$ cat src/rtl/nvmem_regif_pkg.sv
package nvmem_regif_pkg;

    // Register select codes
    typedef enum logic [1:0] {
        SEL_CTRL    = 2'd0,
        SEL_DATA    = 2'd1,
        SEL_ADDR_LO = 2'd2,
        SEL_ADDR_HI = 2'd3
    } reg_sel_e;

    // Control register bit positions
    localparam int unsigned CB_RE  = 0;
    localparam int unsigned CB_WE  = 1;
    localparam int unsigned CB_MWE = 2;
    localparam int unsigned CB_RIE = 3;

    // Access sequencer states
    typedef enum logic [1:0] {
        ACC_IDLE  = 2'd0,
        ACC_READ  = 2'd1,
        ACC_WRITE = 2'd2
    } acc_state_e;

endpackage

$ cat src/rtl/nvmem_unlock_win.sv
// Self-closing unlock window opened by the master write-enable bit.
module nvmem_unlock_win #(
    parameter int unsigned WINDOW = 4
) (
    input  logic clk,
    input  logic rst_n,
    input  logic arm,
    input  logic consume,
    output logic open
);
    localparam int unsigned CNT_W = $clog2(WINDOW + 1);
    localparam logic [CNT_W-1:0] CNT_LOAD = CNT_W'(WINDOW);
    localparam logic [CNT_W-1:0] CNT_LAST = CNT_W'(1);

    typedef struct packed {
        logic             open;
        logic [CNT_W-1:0] cnt;
    } win_state_t;

    win_state_t win_d, win_q;

    always_comb begin
        win_d = win_q;
        if (win_q.open) begin
            if (win_q.cnt <= CNT_LAST) begin
                win_d.open = 1'b0;
                win_d.cnt  = '0;
            end else begin
                win_d.cnt = win_q.cnt - CNT_LAST;
            end
        end
        if (consume) begin
            win_d.open = 1'b0;
            win_d.cnt  = '0;
        end
        if (arm) begin
            win_d.open = 1'b1;
            win_d.cnt  = CNT_LOAD;
        end
    end

    always_ff @(posedge clk or negedge rst_n) begin
        if (!rst_n) win_q <= '0;
        else        win_q <= win_d;
    end

    assign open = win_q.open;
endmodule

$ cat src/rtl/nvmem_access_seq.sv
// Tracks the single outstanding memory access.
module nvmem_access_seq
    import nvmem_regif_pkg::*;
(
    input  logic clk,
    input  logic rst_n,
    input  logic start_wr,
    input  logic start_rd,
    input  logic mem_done,
    output logic wr_busy,
    output logic rd_active,
    output logic mem_req,
    output logic mem_wr
);
    typedef struct packed {
        acc_state_e st;
    } seq_state_t;

    seq_state_t seq_d, seq_q;

    always_comb begin
        seq_d = seq_q;
        unique case (seq_q.st)
            ACC_IDLE: begin
                if (start_wr)      seq_d.st = ACC_WRITE;
                else if (start_rd) seq_d.st = ACC_READ;
            end
            ACC_READ:  seq_d.st = ACC_IDLE;
            ACC_WRITE: if (mem_done) seq_d.st = ACC_IDLE;
            default:   seq_d.st = ACC_IDLE;
        endcase
    end

    always_ff @(posedge clk or negedge rst_n) begin
        if (!rst_n) seq_q.st <= ACC_IDLE;
        else        seq_q    <= seq_d;
    end

    assign wr_busy   = (seq_q.st == ACC_WRITE);
    assign rd_active = (seq_q.st == ACC_READ);
    assign mem_req   = wr_busy | rd_active;
    assign mem_wr    = wr_busy;
endmodule

$ cat src/rtl/nvmem_addr_data.sv
// Address register (no reset) and data register (reset to zero).
module nvmem_addr_data #(
    parameter int unsigned ADDR_W = 11
) (
    input  logic              clk,
    input  logic              rst_n,
    input  logic              lock,
    input  logic              wr_lo,
    input  logic              wr_hi,
    input  logic              wr_data,
    input  logic [7:0]        wdata,
    input  logic              load,
    input  logic [7:0]        load_data,
    output logic [ADDR_W-1:0] addr,
    output logic [7:0]        data
);
    localparam int unsigned HI_W = ADDR_W - 8;

    logic [ADDR_W-1:0] addr_d, addr_q;
    logic [7:0]        data_d, data_q;

    always_comb begin
        addr_d = addr_q;
        data_d = data_q;
        if (!lock && wr_lo) addr_d[7:0]        = wdata;
        if (!lock && wr_hi) addr_d[ADDR_W-1:8] = wdata[HI_W-1:0];
        if (load)                 data_d = load_data;
        else if (!lock && wr_data) data_d = wdata;
    end

    // The address has no defined reset value, so it gets no reset.
    always_ff @(posedge clk) begin
        addr_q <= addr_d;
    end

    always_ff @(posedge clk or negedge rst_n) begin
        if (!rst_n) data_q <= '0;
        else        data_q <= data_d;
    end

    assign addr = addr_q;
    assign data = data_q;
endmodule

$ cat src/rtl/nvmem_regif.sv
// Register front end for a byte-wide nonvolatile data memory.
module nvmem_regif
    import nvmem_regif_pkg::*;
#(
    parameter int unsigned ADDR_W        = 11,
    parameter int unsigned UNLOCK_WINDOW = 4
) (
    input  logic              clk,
    input  logic              rst_n,
    input  logic              reg_wr,
    input  logic [1:0]        reg_sel,
    input  logic [7:0]        reg_wdata,
    output logic [7:0]        bus_rdata,
    input  logic              irq_gie,
    output logic              irq_ready,
    output logic              mem_req,
    output logic              mem_wr,
    output logic [ADDR_W-1:0] mem_addr,
    output logic [7:0]        mem_wdata,
    input  logic [7:0]        mem_rdata,
    input  logic              mem_done
);
    localparam int unsigned HI_W   = ADDR_W - 8;
    localparam int unsigned HI_PAD = 8 - HI_W;

    typedef struct packed {
        logic rie;
    } top_state_t;

    top_state_t top_d, top_q;

    logic              ctrl_wr, idle;
    logic              start_wr, start_rd, arm;
    logic              win_open, wr_busy, rd_active;
    logic [ADDR_W-1:0] addr;
    logic [7:0]        data;

    // Request qualification
    assign ctrl_wr  = reg_wr && (reg_sel == SEL_CTRL);
    assign idle     = !wr_busy && !rd_active;
    assign start_wr = ctrl_wr && reg_wdata[CB_WE] && win_open && idle;
    assign start_rd = ctrl_wr && reg_wdata[CB_RE] && idle && !start_wr;
    assign arm      = ctrl_wr && reg_wdata[CB_MWE] && !start_wr;

    always_comb begin
        top_d = top_q;
        if (ctrl_wr) top_d.rie = reg_wdata[CB_RIE];
    end

    always_ff @(posedge clk or negedge rst_n) begin
        if (!rst_n) top_q <= '0;
        else        top_q <= top_d;
    end

    nvmem_unlock_win #(
        .WINDOW (UNLOCK_WINDOW)
    ) u_win (
        .clk     (clk),
        .rst_n   (rst_n),
        .arm     (arm),
        .consume (start_wr),
        .open    (win_open)
    );

    nvmem_access_seq u_seq (
        .clk       (clk),
        .rst_n     (rst_n),
        .start_wr  (start_wr),
        .start_rd  (start_rd),
        .mem_done  (mem_done),
        .wr_busy   (wr_busy),
        .rd_active (rd_active),
        .mem_req   (mem_req),
        .mem_wr    (mem_wr)
    );

    nvmem_addr_data #(
        .ADDR_W (ADDR_W)
    ) u_regs (
        .clk       (clk),
        .rst_n     (rst_n),
        .lock      (wr_busy),
        .wr_lo     (reg_wr && (reg_sel == SEL_ADDR_LO)),
        .wr_hi     (reg_wr && (reg_sel == SEL_ADDR_HI)),
        .wr_data   (reg_wr && (reg_sel == SEL_DATA)),
        .wdata     (reg_wdata),
        .load      (rd_active),
        .load_data (mem_rdata),
        .addr      (addr),
        .data      (data)
    );

    // Read-back multiplexer
    always_comb begin
        unique case (reg_sel_e'(reg_sel))
            SEL_CTRL:    bus_rdata = {4'b0000, top_q.rie, win_open, wr_busy, rd_active};
            SEL_DATA:    bus_rdata = data;
            SEL_ADDR_LO: bus_rdata = addr[7:0];
            SEL_ADDR_HI: bus_rdata = {{HI_PAD{1'b0}}, addr[ADDR_W-1:8]};
            default:     bus_rdata = 8'h00;
        endcase
    end

    assign irq_ready = top_q.rie && irq_gie && !wr_busy;
    assign mem_addr  = addr;
    assign mem_wdata = data;
endmodule

$ cat config.mk
export PLATFORM = sky130hd
export DESIGN_NAME = nvmem_regif
export DESIGN_NICKNAME = d
export VERILOG_FILES = /design/src/rtl/nvmem_regif_pkg.sv /design/src/rtl/nvmem_unlock_win.sv /design/src/rtl/nvmem_access_seq.sv /design/src/rtl/nvmem_addr_data.sv /design/src/rtl/nvmem_regif.sv
export SDC_FILE = /design/constraint.sdc
export NUM_CORES = 1
export LEC_CHECK = 0
export BUFFER_PORTS_ARGS = -buffer_cell sky130_fd_sc_hd__buf_2
export CAP_MARGIN = 40
export CORE_MARGIN = 3
export CORE_UTILIZATION = 39
export CTS_CLUSTER_SIZE = 8
export DETAILED_ROUTE_END_ITERATION = 12
export PLACE_DENSITY = 0.68
export SLEW_MARGIN = 20
export SYNTH_ARGS = -nofsm -noshare
export SYNTH_HDL_FRONTEND = slang
export SYNTH_HIERARCHICAL = 1
export SYNTH_SLANG_ARGS = --single-unit
$ cat constraint.sdc
create_clock -name clk -period 1.8 [get_ports clk]
set_clock_uncertainty 0.05 [all_clocks]
set_input_delay 0.27 -clock clk [delete_from_list [all_inputs] [get_ports clk]]
set_output_delay 0.27 -clock clk [all_outputs]
set_load 0.005 [all_outputs]
After elaboration in Yosys (flattened, before gate mapping)
Cells that the tools add are included.
{ "totals": {"ff_bits": 26, "in_bits": 23, "elab_cells": 55} }
{ "classes": {"addsub": 1, "magnitude_cmp": 1, "n_eq_ne": 7, "mux": 12, "bitwise": 1, "reduce_logical": 26} }
{ "ops": {"columns": ["cell", "n"], "rows": [
  ["$pmux W8 S4", 1],
  ["$logic_and A1 B1 Y1", 18],
  ["$mux W8", 2],
  ["$mux W4", 3],
  ["$eq A2 B2 Y1 const B", 3],
  ["$mux W2", 3],
  ["$eq A2 B1 Y1 const B", 2],
  ["$logic_not A2 Y1", 2],
  ["$pmux W2 S2", 1],
  ["$le A3 B1 Y1 const B", 1],
  ["$logic_not A1 Y1", 3],
  ["$mux W3", 1],
  ["$ne A3 B3 Y1 const B", 1],
  ["$reduce_bool A3 Y1", 1],
  ["$sub A3 B1 Y3 const B", 1],
  ["$ne A2 B2 Y1 const B", 1],
  ["$reduce_and A2 Y1", 1],
  ["$reduce_bool A2 Y1", 1],
  ["$mux W1", 1],
  ["$or A1 B1 Y1", 1]
]} }

Longest topological paths before layout
Gate-level depths: netlist of run 1.
{ "logic_depth": {"ltp_word": 10, "depth_mapped": 8} }

Modules after synthesis
The synthesis of run 1 kept the hierarchy.
{ "modules_own_cells": {"columns": ["module", "n_inst", "cells_each", "area_per_inst_um2"], "rows": [
  ["nvmem_addr_data", 1, 57, 833.3],
  ["nvmem_regif", 1, 27, 276.5],
  ["nvmem_unlock_win", 1, 22, 227.7],
  ["nvmem_access_seq", 1, 15, 155.1]
]} }

Worst setup path after synthesis of run 1
Ideal clock, no wire load.
{ "synth_path": {"path_type": "register -> register", "from": "reg u_seq/seq_q[0] (netlist name)", "to": "reg u_win/win_q[1] (netlist name)", "arrival_ns": 1.717, "t_required_ns": 1.655, "setup_slack_ns": -0.063, "path_stages_with_launch": 7, "path_buffers": 1, "cell_sequence": "dfrtp_1 inv_1 ha_1 buf_4 o311a_1 or4_1 o31ai_1"} }
{ "synth_between": {"elab_chain_len": 7, "word_cells_on_any_way": 11} }
{ "synth_lines": {"columns": ["item", "line", "source"], "rows": [
  ["start, declared", "nvmem_access_seq.sv:19", "seq_state_t seq_d, seq_q;"],
  ["start signal, assigned", "nvmem_access_seq.sv:36", "else seq_q <= seq_d;"],
  ["$eq A2 B2 Y1 *", "nvmem_access_seq.sv:39", "assign wr_busy = (seq_q.st == ACC_WRITE);"],
  ["via mem_wr", "nvmem_regif.sv:17", "output logic mem_wr,"],
  ["$logic_not A1 Y1 *", "nvmem_regif.sv:40", "assign idle = !wr_busy && !rd_active;"],
  ["$logic_and A1 B1 Y1 *", "nvmem_regif.sv:40", null],
  ["$logic_and A1 B1 Y1 *", "nvmem_regif.sv:41", "assign start_wr = ctrl_wr && reg_wdata[CB_WE] && win_open && idle;"],
  ["$logic_not A1 Y1 *", "nvmem_regif.sv:43", "assign arm = ctrl_wr && reg_wdata[CB_MWE] && !start_wr;"],
  ["$logic_and A1 B1 Y1 *", "nvmem_regif.sv:43", null],
  ["via arm", "nvmem_regif.sv:33", "logic start_wr, start_rd, arm;"],
  ["$reduce_bool A3 Y1 (no line) or $mux W4 (tied branches)", null, null],
  ["end signal, assigned", "nvmem_unlock_win.sv:44", "else win_q <= win_d;"],
  ["end, declared", "nvmem_unlock_win.sv:20", "win_state_t win_d, win_q;"]
]} }
Mark *: on every way through the listed nets, which the timed path passes. The rest lies on a longest branch.
A chain may end at the register's enable or synchronous reset.

Worst setup path after layout of run 1
{ "layout_path": {"from": "reg u_seq/seq_q[0] (netlist name)", "to": "out bus_rdata[0]"} }
{ "layout_between": {"elab_chain_len": 2} }
{ "layout_lines": {"columns": ["item", "line", "source"], "rows": [
  ["$eq A2 B1 Y1", "nvmem_access_seq.sv:40", "assign rd_active = (seq_q.st == ACC_READ);"],
  ["via rd_active", "nvmem_regif.sv:34", "logic win_open, wr_busy, rd_active;"],
  ["$pmux W8 S4", "nvmem_regif.sv:95", "unique case (reg_sel_e'(reg_sel))"],
  ["end, declared", "nvmem_regif.sv:13", "output logic [7:0] bus_rdata,"]
]} }
The timed path passes the listed nets, and every way through them passes these cells.

==> impl_metrics.env, run 1 <==
export IMPL_clkTransAtPathRegs_ns=0.09
export IMPL_pwr_share_clk=0.179
export IMPL_grt_max_degree=25
export IMPL_powerDensity_nw_per_um2=1090
export IMPL_ys_ff_latch=26
export IMPL_drcViolationCount=0
export IMPL_period_share=1.04
export IMPL_cts_tree="yes"
export IMPL_drv_slew=0
export IMPL_hold_violations=0
export IMPL_ioPinCount=53
export IMPL_htreeDepth=1
export IMPL_power_share_switching=0.339
export IMPL_drv_cap=0
export IMPL_pwr_share_comb=0.407
export IMPL_violations="negative setup slack"
export IMPL_drt_first_iter_violations=37
export IMPL_layout_common_cells="buf_2 (52), dfrtp_1 (15), nand2_1 (13), inv_1 (11), edfxtp_1 (11)"
export IMPL_seqPwrFrac=0.413
export IMPL_drive_above_1_share=0.478
export IMPL_path_max_fanout=2
export IMPL_die_area_um2=4610
export IMPL_path_class="reg -> out"
export IMPL_grt_overflow_total=0
export IMPL_clock_latency_ns=0.28
export IMPL_start_util=0.424
export IMPL_crit_required_ns=1.48
export IMPL_post_place_ws_ns=0.0351
export IMPL_startpoint_type="flop"
export IMPL_drt_wirelength_per_cell_um=16.8
export IMPL_mostFrequentLayoutCell="buf_2"
export IMPL_die_h_um=67.9
export IMPL_yosys_warnings=6
export IMPL_cts_buffers=3
export IMPL_hold_worst_slack_ns=0.127
export IMPL_avgSynthCellArea_um2=12.3
export IMPL_place_hpwl_mm=2.82
export IMPL_setup_violations=3
export IMPL_setup_ws_ns=-0.0779
export IMPL_synth_seq_area_share=0.473
export IMPL_cts_path_max_buffers=2
export IMPL_ant_nets=0
export IMPL_min_period_ns=1.88
export IMPL_cts_sink_count=26
export IMPL_antenna_found_initial=0
export IMPL_die_x_um=67.9
export IMPL_final_setup_tns_ns=-0.156
export IMPL_leakagePower_nw=0.905
export IMPL_synth_cell_area_um2=1490
export IMPL_regArea_um2=706
export IMPL_synth_cells=121
export IMPL_multi_input_comb_area_um2=721
export IMPL_async_flop_share=0.577
export IMPL_vdd_ir_drop_worst_mv=0.492
export IMPL_rows=21
export IMPL_routed_wl_mm=3.89
export IMPL_via_count=1237
export IMPL_synth_edf_count=11
export IMPL_switching_power_mw=0.734
export IMPL_gp_congestion=0.791
export IMPL_core_um2=3520
export IMPL_areaGrowthSynthToFinish_pct=33.4
export IMPL_status="complete, but fails checks"
export IMPL_nFillCells=314
export IMPL_grt_first_pass_wirelength_mm=5.98
export IMPL_maxSlewHeadroom=0.753
export IMPL_synth_nets=149
export IMPL_antenna_cells=0
export IMPL_root_buffer="clkbuf_8"
export IMPL_cp_end_kind="output port"
export IMPL_min_path_type="in -> reg"
export IMPL_routed_via_density=5.33
export IMPL_max_freq_mhz=533
export IMPL_finalNetCount=215
export IMPL_synthFlopType="dfrtp_1"
export IMPL_internal_power_mw=1.43
export IMPL_dr_pass1_iters=4
export IMPL_synthDistinctLibCells=41
export IMPL_worstMarginPinSlew_ns=0.369
export IMPL_track_usage=0.177
export IMPL_grt_pass1_vias=1278
export IMPL_rsz0062_at_grt="yes"
export IMPL_io_buffers=52
export IMPL_arrival_ns=1.56
==> flip-flops by register name, summed over array words and instances (netlist names) <==
name and cells:
u_regs/data 8, u_win/win_q 3, top_q 1, u_win/open 1, u_regs/addr 11, u_seq/seq_q 2
==> layout make-up <==
type | instances | area share
Tap cell | 46 | 0.0289
Clock buffer | 4 | 0.0277
Timing Repair Buffer | 67 | 0.202
Multi-Input combinational cell | 76 | 0.362
Sequential cell | 26 | 0.354
Inverter | 13 | 0.0245
==> what timing repair did <==
item,in CTS,in global routing
gates resized for setup,5,8
hold endpoints to repair,15,0
pin swaps,2,1
buffers inserted,2,3
endpoints found under the setup margin,3,6
hold buffers,1,0
==> metal layers <==
layer | GRT usage | part of all wire | vias to the layer above
li1 | - | - | 585
met1 | 0.218 | 0.44 | 608
met2 | 0.304 | 0.50 | 37
met3 | 0.0230 | 0.038 | 7
met4 | 0.0868 | 0.023 | 0
met5 | 0 | 0 | -
==> power groups by stage <==
stage | clock network (mW) | logic [mW] | registers [mW]
after CTS | 0.397 | 0.829 | 0.893
after floorplan | 0 | 0.535 | 0.883
final | 0.388 | 0.883 | 0.896
after global routing | 0.421 | 0.961 | 0.915
after global placement | 0 | 0.758 | 0.894
after detailed placement | 0 | 0.793 | 0.903
==> critical path, cell delays in order, from the launching register on <==
cell,delay (ns)
dfrtp_1,0.41
buf_6,0.13
ha_4,0.15
mux4_2,0.46
buf_2,0.14
==> worst paths after layout <==
path | from | end | slack (ns) | cells past startpoint
min reg2reg | top_q | top_q | 0.50 | 1
max | u_seq/seq_q[0] | bus_rdata[0] | -0.08 | 4
max in group asynchronous | rst_n | u_win/win_q[0] | 1.06 | 2
min | reg_wdata[4] | u_regs/addr[4] | 0.13 | 1
min in group asynchronous | rst_n | u_regs/data[5] | 0.38 | 2
max reg2reg | u_seq/seq_q[1] | u_win/win_q[1] | -0.02 | 5
==> cell families (layout without fill, tap and decap cells) <==
| kind of cell | after synthesis | in the layout | synth area share |
|---|---|---|---|
| simple gates | 42 | 42 | 0.202 |
| flops | 26 | 26 | 0.473 |
| compound gates | 24 | 24 | 0.153 |
| buf+inv | 19 | 84 | 0.0712 |
| fa+ha+maj | 5 | 5 | 0.0419 |
| mux | 5 | 5 | 0.0595 |
==> metrics by stage <==
stage               cell area [um^2]  std cells  total power, mW  utilization
global placement                1830        222             1.65        0.521
global route                    1990        232             2.30        0.565
detailed placement              1830        222             1.70        0.521
finish                          1990        232             2.17        0.565
CTS                             1930        229             2.12        0.548
floorplan                       1510        121             1.42            -
==> synth_stat cells (all sizes together), types with 2 or more instances <==
| cell type | number | share of area |
|---|---|---|
| edfxtp | 11 | 0.22 |
| nand2b | 3 | 0.018 |
| nand4bb | 8 | 0.060 |
| mux4 | 3 | 0.045 |
| nor2b | 7 | 0.036 |
| buf | 5 | 0.035 |
| nor2 | 3 | 0.0075 |
| ha | 5 | 0.042 |
| a22o | 4 | 0.023 |
| and3b | 2 | 0.012 |
| o21ai | 3 | 0.010 |
| nand2 | 13 | 0.033 |
| dfrtp | 15 | 0.25 |
| o311ai | 8 | 0.064 |
| inv | 13 | 0.033 |
Note: power is estimated with default switching activity, not from simulation.
==> run 2, diff against run 1 <==
--- a/config.mk
+++ b/config.mk
@@ -15,5 +15,4 @@
 export SLEW_MARGIN = 20
 export SYNTH_ARGS = -nofsm -noshare
 export SYNTH_HDL_FRONTEND = slang
-export SYNTH_HIERARCHICAL = 1
 export SYNTH_SLANG_ARGS = --single-unit
==> impl_metrics.env, run 2 <==
export IMPL_grt_pass1_vias=1074
export IMPL_arrival_ns=1.58
export IMPL_final_util=0.535
export IMPL_drt_wirelength_per_cell_um=14.9
export IMPL_leakagePower_nw=0.823
export IMPL_ant_nets=0
export IMPL_synth_top_area_share=0.269
export IMPL_dp_cells=211
export IMPL_crit_required_ns=1.48
export IMPL_powerDensity_nw_per_um2=1190
export IMPL_total_power_mw=2.15
export IMPL_async_flop_share=0.577
export IMPL_via_count=1093
export IMPL_grt_max_degree=17
export IMPL_nFillCells=306
export IMPL_min_period_ns=1.90
export IMPL_path_max_fanout=3
export IMPL_ioPinCount=53
export IMPL_mostFrequentLayoutCell="buf_2"
export IMPL_hp_start="reg_wdata[7]"
export IMPL_clock_latency_ns=0.33
export IMPL_period_share=1.06
export IMPL_grt_first_pass_wirelength_mm=5.27
export IMPL_cts_tree="yes"
export IMPL_antenna_found_initial=0
export IMPL_ys_ff_latch=26
export IMPL_r2r_start="u_seq.seq_q[0]"
export IMPL_rsz0062_at_grt="yes"
export IMPL_drt_first_iter_violations=61
export IMPL_status="complete, but fails checks"
export IMPL_synth_area_top_cells="dfrtp_1 (27%), edfxtp_1 (24%), mux2i_1 (6.5%)"
export IMPL_layout_common_cells="buf_2 (51), nand2_1 (14), dfrtp_1 (13), edfxtp_1 (11)"
export IMPL_min_to="u_regs.addr[7]"
export IMPL_post_place_ws_ns=0.149
export IMPL_reg2reg_depth=7
export IMPL_io_buffers=52
export IMPL_maxSlewHeadroom=0.755
export IMPL_synthFlopType="dfrtp_1"
export IMPL_yosys_warnings=0
export IMPL_routed_wl_mm=3.28
export IMPL_vdd_ir_drop_worst_mv=0.906
export IMPL_largest_reg_flops=11
export IMPL_synth_cell_area_um2=1390
export IMPL_setup_violations=3
export IMPL_root_buffer="clkbuf_4"
export IMPL_ys_top_cells_by_count="dfrtp_1 (15), nand2_1 (14), edfxtp_1 (11), mux2i_1 (9), o21ai_1 (8)"
export IMPL_place_area_um2=1680
export IMPL_grt_overflow_total=0
export IMPL_finalNetCount=204
export IMPL_final_cell_area_um2=1810
export IMPL_avgSynthCellArea_um2=12.1
export IMPL_startpoint_type="flop"
export IMPL_synth_edf_count=11
export IMPL_routed_via_density=4.95
export IMPL_clkTransAtPathRegs_ns=0.15
export IMPL_violations="negative setup slack"
export IMPL_setup_ws_ns=-0.105
export IMPL_place_hpwl_mm=2.53
export IMPL_synthDistinctLibCells=36
export IMPL_r2r_slack_ns=0.07
export IMPL_drcViolationCount=0
export IMPL_yosysMostFrequentCell="dfrtp_1"
export IMPL_antenna_cells=0
export IMPL_drv_cap=0
export IMPL_synth_cells=115
export IMPL_core_um2=3390
export IMPL_start_util=0.411
export IMPL_gp_congestion=0.744
export IMPL_holdPathStages=1
export IMPL_max_freq_mhz=525
export IMPL_path_class="reg -> out"
export IMPL_track_usage=0.159
export IMPL_yosys_area_top_type="dfrtp_1"
export IMPL_dr_pass1_iters=4
export IMPL_cts_path_max_buffers=2
export IMPL_drv_slew=0
export IMPL_htreeDepth=1
export IMPL_die_area_um2=4330
export IMPL_min_path_type="in -> reg"
export IMPL_die_x_um=65.8
export IMPL_cts_sink_count=26
export IMPL_instances_no_fill=221
export IMPL_synth_nets=143
export IMPL_hold_violations=0
export IMPL_worstMarginPinSlew_ns=0.368
export IMPL_cts_buffers=3
export IMPL_cp_end_kind="output port"
export IMPL_r2r_end="u_regs.data[1]"
export IMPL_synth_seq_area_share=0.506
export IMPL_areaGrowthSynthToFinish_pct=30.0
export IMPL_rows=21
export IMPL_die_h_um=65.8
export IMPL_drive_above_1_share=0.474
[run 2: cell count changes in the layout (fill, tap and decap cells not counted), sizes merged, moves of 6 or more]
cell / previous run / this run
buf: 66 / 60
nand4bb: 8 / 0
inv: 13 / 5
o311ai: 8 / 0
mux2i: 1 / 9
o21ai: 3 / 10
[run 2: worst max path at each step]
| stage | from | to | slack, ns |
|---|---|---|---|
| after floorplan | u_seq.seq_q[0] | u_regs.addr[0] | 0.1 |
| after global placement | u_seq.seq_q[0] | u_regs.addr[3] | 0.20 |
| after detailed placement | u_seq.seq_q[0] | bus_rdata[1] | 0.15 |
| after CTS | u_seq.seq_q[1] | bus_rdata[0] | -0.15 |
| after global routing | u_seq.seq_q[0] | bus_rdata[1] | -0.16 |
| final | u_seq.seq_q[0] | bus_rdata[1] | -0.10 |
[run 2: cell type report]
| type | instances | area [um^2] | share of cell area |
|---|---|---|---|
| clock buffer | 3 | 22.5 | 0.0124 |
| inverter | 5 | 18.8 | 0.0104 |
| multi-input combinational | 79 | 638 | 0.352 |
| sequential | 26 | 708 | 0.391 |
| tap | 46 | 57.6 | 0.0318 |
| clock inverter | 1 | 30.0 | 0.0166 |
| timing repair buffer | 61 | 337 | 0.186 |
[run 2: kinds of logic after synthesis]
family                     share of synthesized area
adders and majority gates                     0.0449
AOI/OAI and AO/OA                              0.112
buffers and inverters                         0.0494
DFF                                            0.506
muxes                                          0.129
and+or+nand+nor                                0.158
[run 2: worst max-delay path, cell delays in order, from the launching register on]
cell	delay (ns)
dfrtp_1	0.42
inv_2	0.08
ha_4	0.17
mux4_2	0.46
buf_6	0.13
[run 2: routing by layer]
layer,wire [um],global-route usage,vias to the layer above
li1,-,-,536
met2,1760,0.292,31
met1,1320,0.192,524
met3,184,0.0306,2
met5,0,0,-
met4,21,0.0311,0
[run 2: per-stage QoR]
stage                     hold slack [ns]  setup TNS (ns)
final                              0.0704          -0.236
after detailed placement            0.160               0
after global routing               0.0495          -0.440
after global placement              0.156               0
after CTS                          0.0588          -0.280
after floorplan                   -0.0756               0
[run 2: repair_timing]
item / in CTS / in global routing
hold buffers: 1 / 0
pin swaps: 1 / 1
setup buffers: 2 / 3
setup endpoints to repair: 3 / 5
cloned: 0 / 0
resized for setup: 7 / 7
hold endpoints to repair: 15 / 0
[run 2: where the power goes]
group,internal (mW),switching (mW)
Sequential,0.773,0.128
Clock,0.225,0.178
Combinational,0.434,0.413
Total,1.43,0.719
==> run 3, diff against run 2 <==
--- a/config.mk
+++ b/config.mk
@@ -7,7 +7,6 @@
 export LEC_CHECK = 0
 export BUFFER_PORTS_ARGS = -buffer_cell sky130_fd_sc_hd__buf_2
 export CAP_MARGIN = 40
-export CORE_MARGIN = 3
 export CORE_UTILIZATION = 39
 export CTS_CLUSTER_SIZE = 8
 export DETAILED_ROUTE_END_ITERATION = 12
@@ -16,3 +15,4 @@
 export SYNTH_ARGS = -nofsm -noshare
 export SYNTH_HDL_FRONTEND = slang
 export SYNTH_SLANG_ARGS = --single-unit
+export TNS_END_PERCENT = 20
==> impl_metrics.env, run 3 (synthesis results as in run 2) <==
export IMPL_status="complete, but fails checks"
export IMPL_violations="negative setup slack"
export IMPL_setup_violations=2
export IMPL_max_freq_mhz=535
export IMPL_drt_wirelength_per_cell_um=14.1
export IMPL_finalNetCount=202
export IMPL_reg2reg_depth=7
export IMPL_rsz0062_at_grt="yes"
export IMPL_crit_required_ns=1.48
export IMPL_grt_max_degree=17
export IMPL_clkTransAtPathRegs_ns=0.14
export IMPL_leakagePower_nw=0.791
export IMPL_largest_reg_flops=11
export IMPL_cts_buffers=3
export IMPL_drive_above_1_share=0.439
export IMPL_min_to="u_regs.addr[4]"
export IMPL_holdPathStages=1
export IMPL_drt_first_iter_violations=54
export IMPL_startpoint_type="flop"
export IMPL_clock_latency_ns=0.32
export IMPL_cts_sink_count=26
export IMPL_drcViolationCount=0
export IMPL_antenna_found_initial=0
export IMPL_cpPeakStageDelay_ns=0.44
export IMPL_crit_slowest_cell="mux4_2"
export IMPL_grt_pass1_vias=1062
export IMPL_min_path_type="in -> reg"
export IMPL_hp_start="reg_wdata[4]"
export IMPL_crit_family="multiplexers"
export IMPL_hold_violations=0
export IMPL_track_usage=0.175
export IMPL_cp_end_kind="output port"
export IMPL_period_share=1.04
export IMPL_routed_via_density=5.02
export IMPL_areaGrowthSynthToFinish_pct=24.7
export IMPL_start_util=0.411
export IMPL_r2r_slack_ns=0.07
export IMPL_io_buffers=52
export IMPL_die_h_um=61.8
export IMPL_r2r_start="u_seq.seq_q[1]"
export IMPL_root_buffer="clkbuf_4"
export IMPL_ioPinCount=53
export IMPL_total_power_mw=1.96
export IMPL_cts_tree="yes"
export IMPL_drv_slew=0
export IMPL_gp_congestion=0.748
export IMPL_place_hpwl_mm=2.45
export IMPL_nFillCells=324
export IMPL_htreeDepth=1
export IMPL_die_area_um2=3820
export IMPL_path_class="reg -> out"
export IMPL_final_util=0.513
export IMPL_core_um2=3390
export IMPL_cts_path_max_buffers=2
export IMPL_path_buf_inv=2
export IMPL_instances_no_fill=219
export IMPL_mostFrequentLayoutCell="buf_2"
export IMPL_powerDensity_nw_per_um2=1130
export IMPL_drv_cap=0
export IMPL_maxSlewHeadroom=0.752
export IMPL_hold_worst_slack_ns=0.0837
export IMPL_rows=21
export IMPL_grt_first_pass_wirelength_mm=4.81
export IMPL_min_period_ns=1.87
export IMPL_via_count=1099
export IMPL_crit_path_cell_trace="inv_2 -> ha_2 -> mux4_2 -> buf_2"
export IMPL_arrival_ns=1.55
export IMPL_worstMarginPinSlew_ns=0.372
export IMPL_grt_overflow_total=0
export IMPL_die_x_um=61.8
export IMPL_r2r_end="u_seq.seq_q[0]"
export IMPL_antenna_cells=0
export IMPL_setup_ws_ns=-0.0692
export IMPL_vdd_ir_drop_worst_mv=0.646
export IMPL_dr_pass1_iters=4
export IMPL_ant_nets=0
export IMPL_path_max_fanout=3
export IMPL_dp_cells=211
export IMPL_routed_wl_mm=3.10
export IMPL_layout_common_cells="buf_2 (52), nand2_1 (14), dfrtp_1 (14), edfxtp_1 (11), mux2i_1 (9)"
run 3: changes by cell type in the layout (fill, tap and decap cells not counted), sizes merged:
cell,before,now
buf,60,58
bufinv,1,0
clkinv,0,1
run 3: repair_timing:
action,in CTS,in global routing
buffers inserted,3,0
gates cloned,0,0
endpoints found under the hold margin,15,0
resized for setup,7,1
hold buffers,1,0
endpoints found under the setup margin,3,4
pin swaps,0,1
run 3: how the worst max path moves through the flow:
stage	slack [ns]	endpoint	start	cells past startpoint
final	-0.07	bus_rdata[0]	u_seq.seq_q[1]	4
after global routing	-0.14	bus_rdata[0]	u_seq.seq_q[1]	4
after CTS	-0.08	bus_rdata[1]	u_seq.seq_q[0]	4
after detailed placement	0.15	u_regs.data[6]	u_seq.seq_q[0]	6
after global placement	0.22	bus_rdata[1]	u_seq.seq_q[0]	4
after floorplan	0.1	u_regs.addr[0]	u_seq.seq_q[0]	5
run 3: report_power, final:
part	switching (mW)	internal (mW)	total (mW)
registers	0.134	0.773	0.907
logic	0.395	0.410	0.805
clock network	0.164	0.0811	0.246
run 3: worst register-to-register path, stage by stage, from the launching register on:
cell and delay [ns]:
dfrtp_1 0.42, inv_2 0.06, buf_4 0.13, ha_1 0.32
nor2b_1 0.19, and3_1 0.27, nand2b_1 0.13, a21oi_1 0.06
run 3: final cells by class:
class	instances	area, um^2	share of cell area
Timing Repair Buffer	59	315	0.181
Multi-Input combinational cell	79	613	0.353
Clock buffer	3	22.5	0.0130
Inverter	5	18.8	0.0108
Tap cell	46	57.6	0.0331
Clock inverter	1	3.75	0.00216
Sequential cell	26	707	0.407
run 3: metal layers:
layer	vias up	routed length [um]	track usage
met3	2	143	0.0497
li1	528	-	-
met1	538	1290	0.200
met2	31	1650	0.323
met4	0	10	0.0381
met5	-	0	0
run 3: metrics by stage:
step / setup TNS [ns] / setup slack, ns / cell area [um^2]
5_1_grt: -0.288 / -0.142 / 1740
4_1_cts: -0.154 / -0.0787 / 1740
6_report: -0.133 / -0.0692 / 1740
3_5_place_dp: 0 / 0.153 / 1680
3_3_place_gp: 0 / 0.220 / 1680
2_1_floorplan: 0 / 0.0995 / 1390
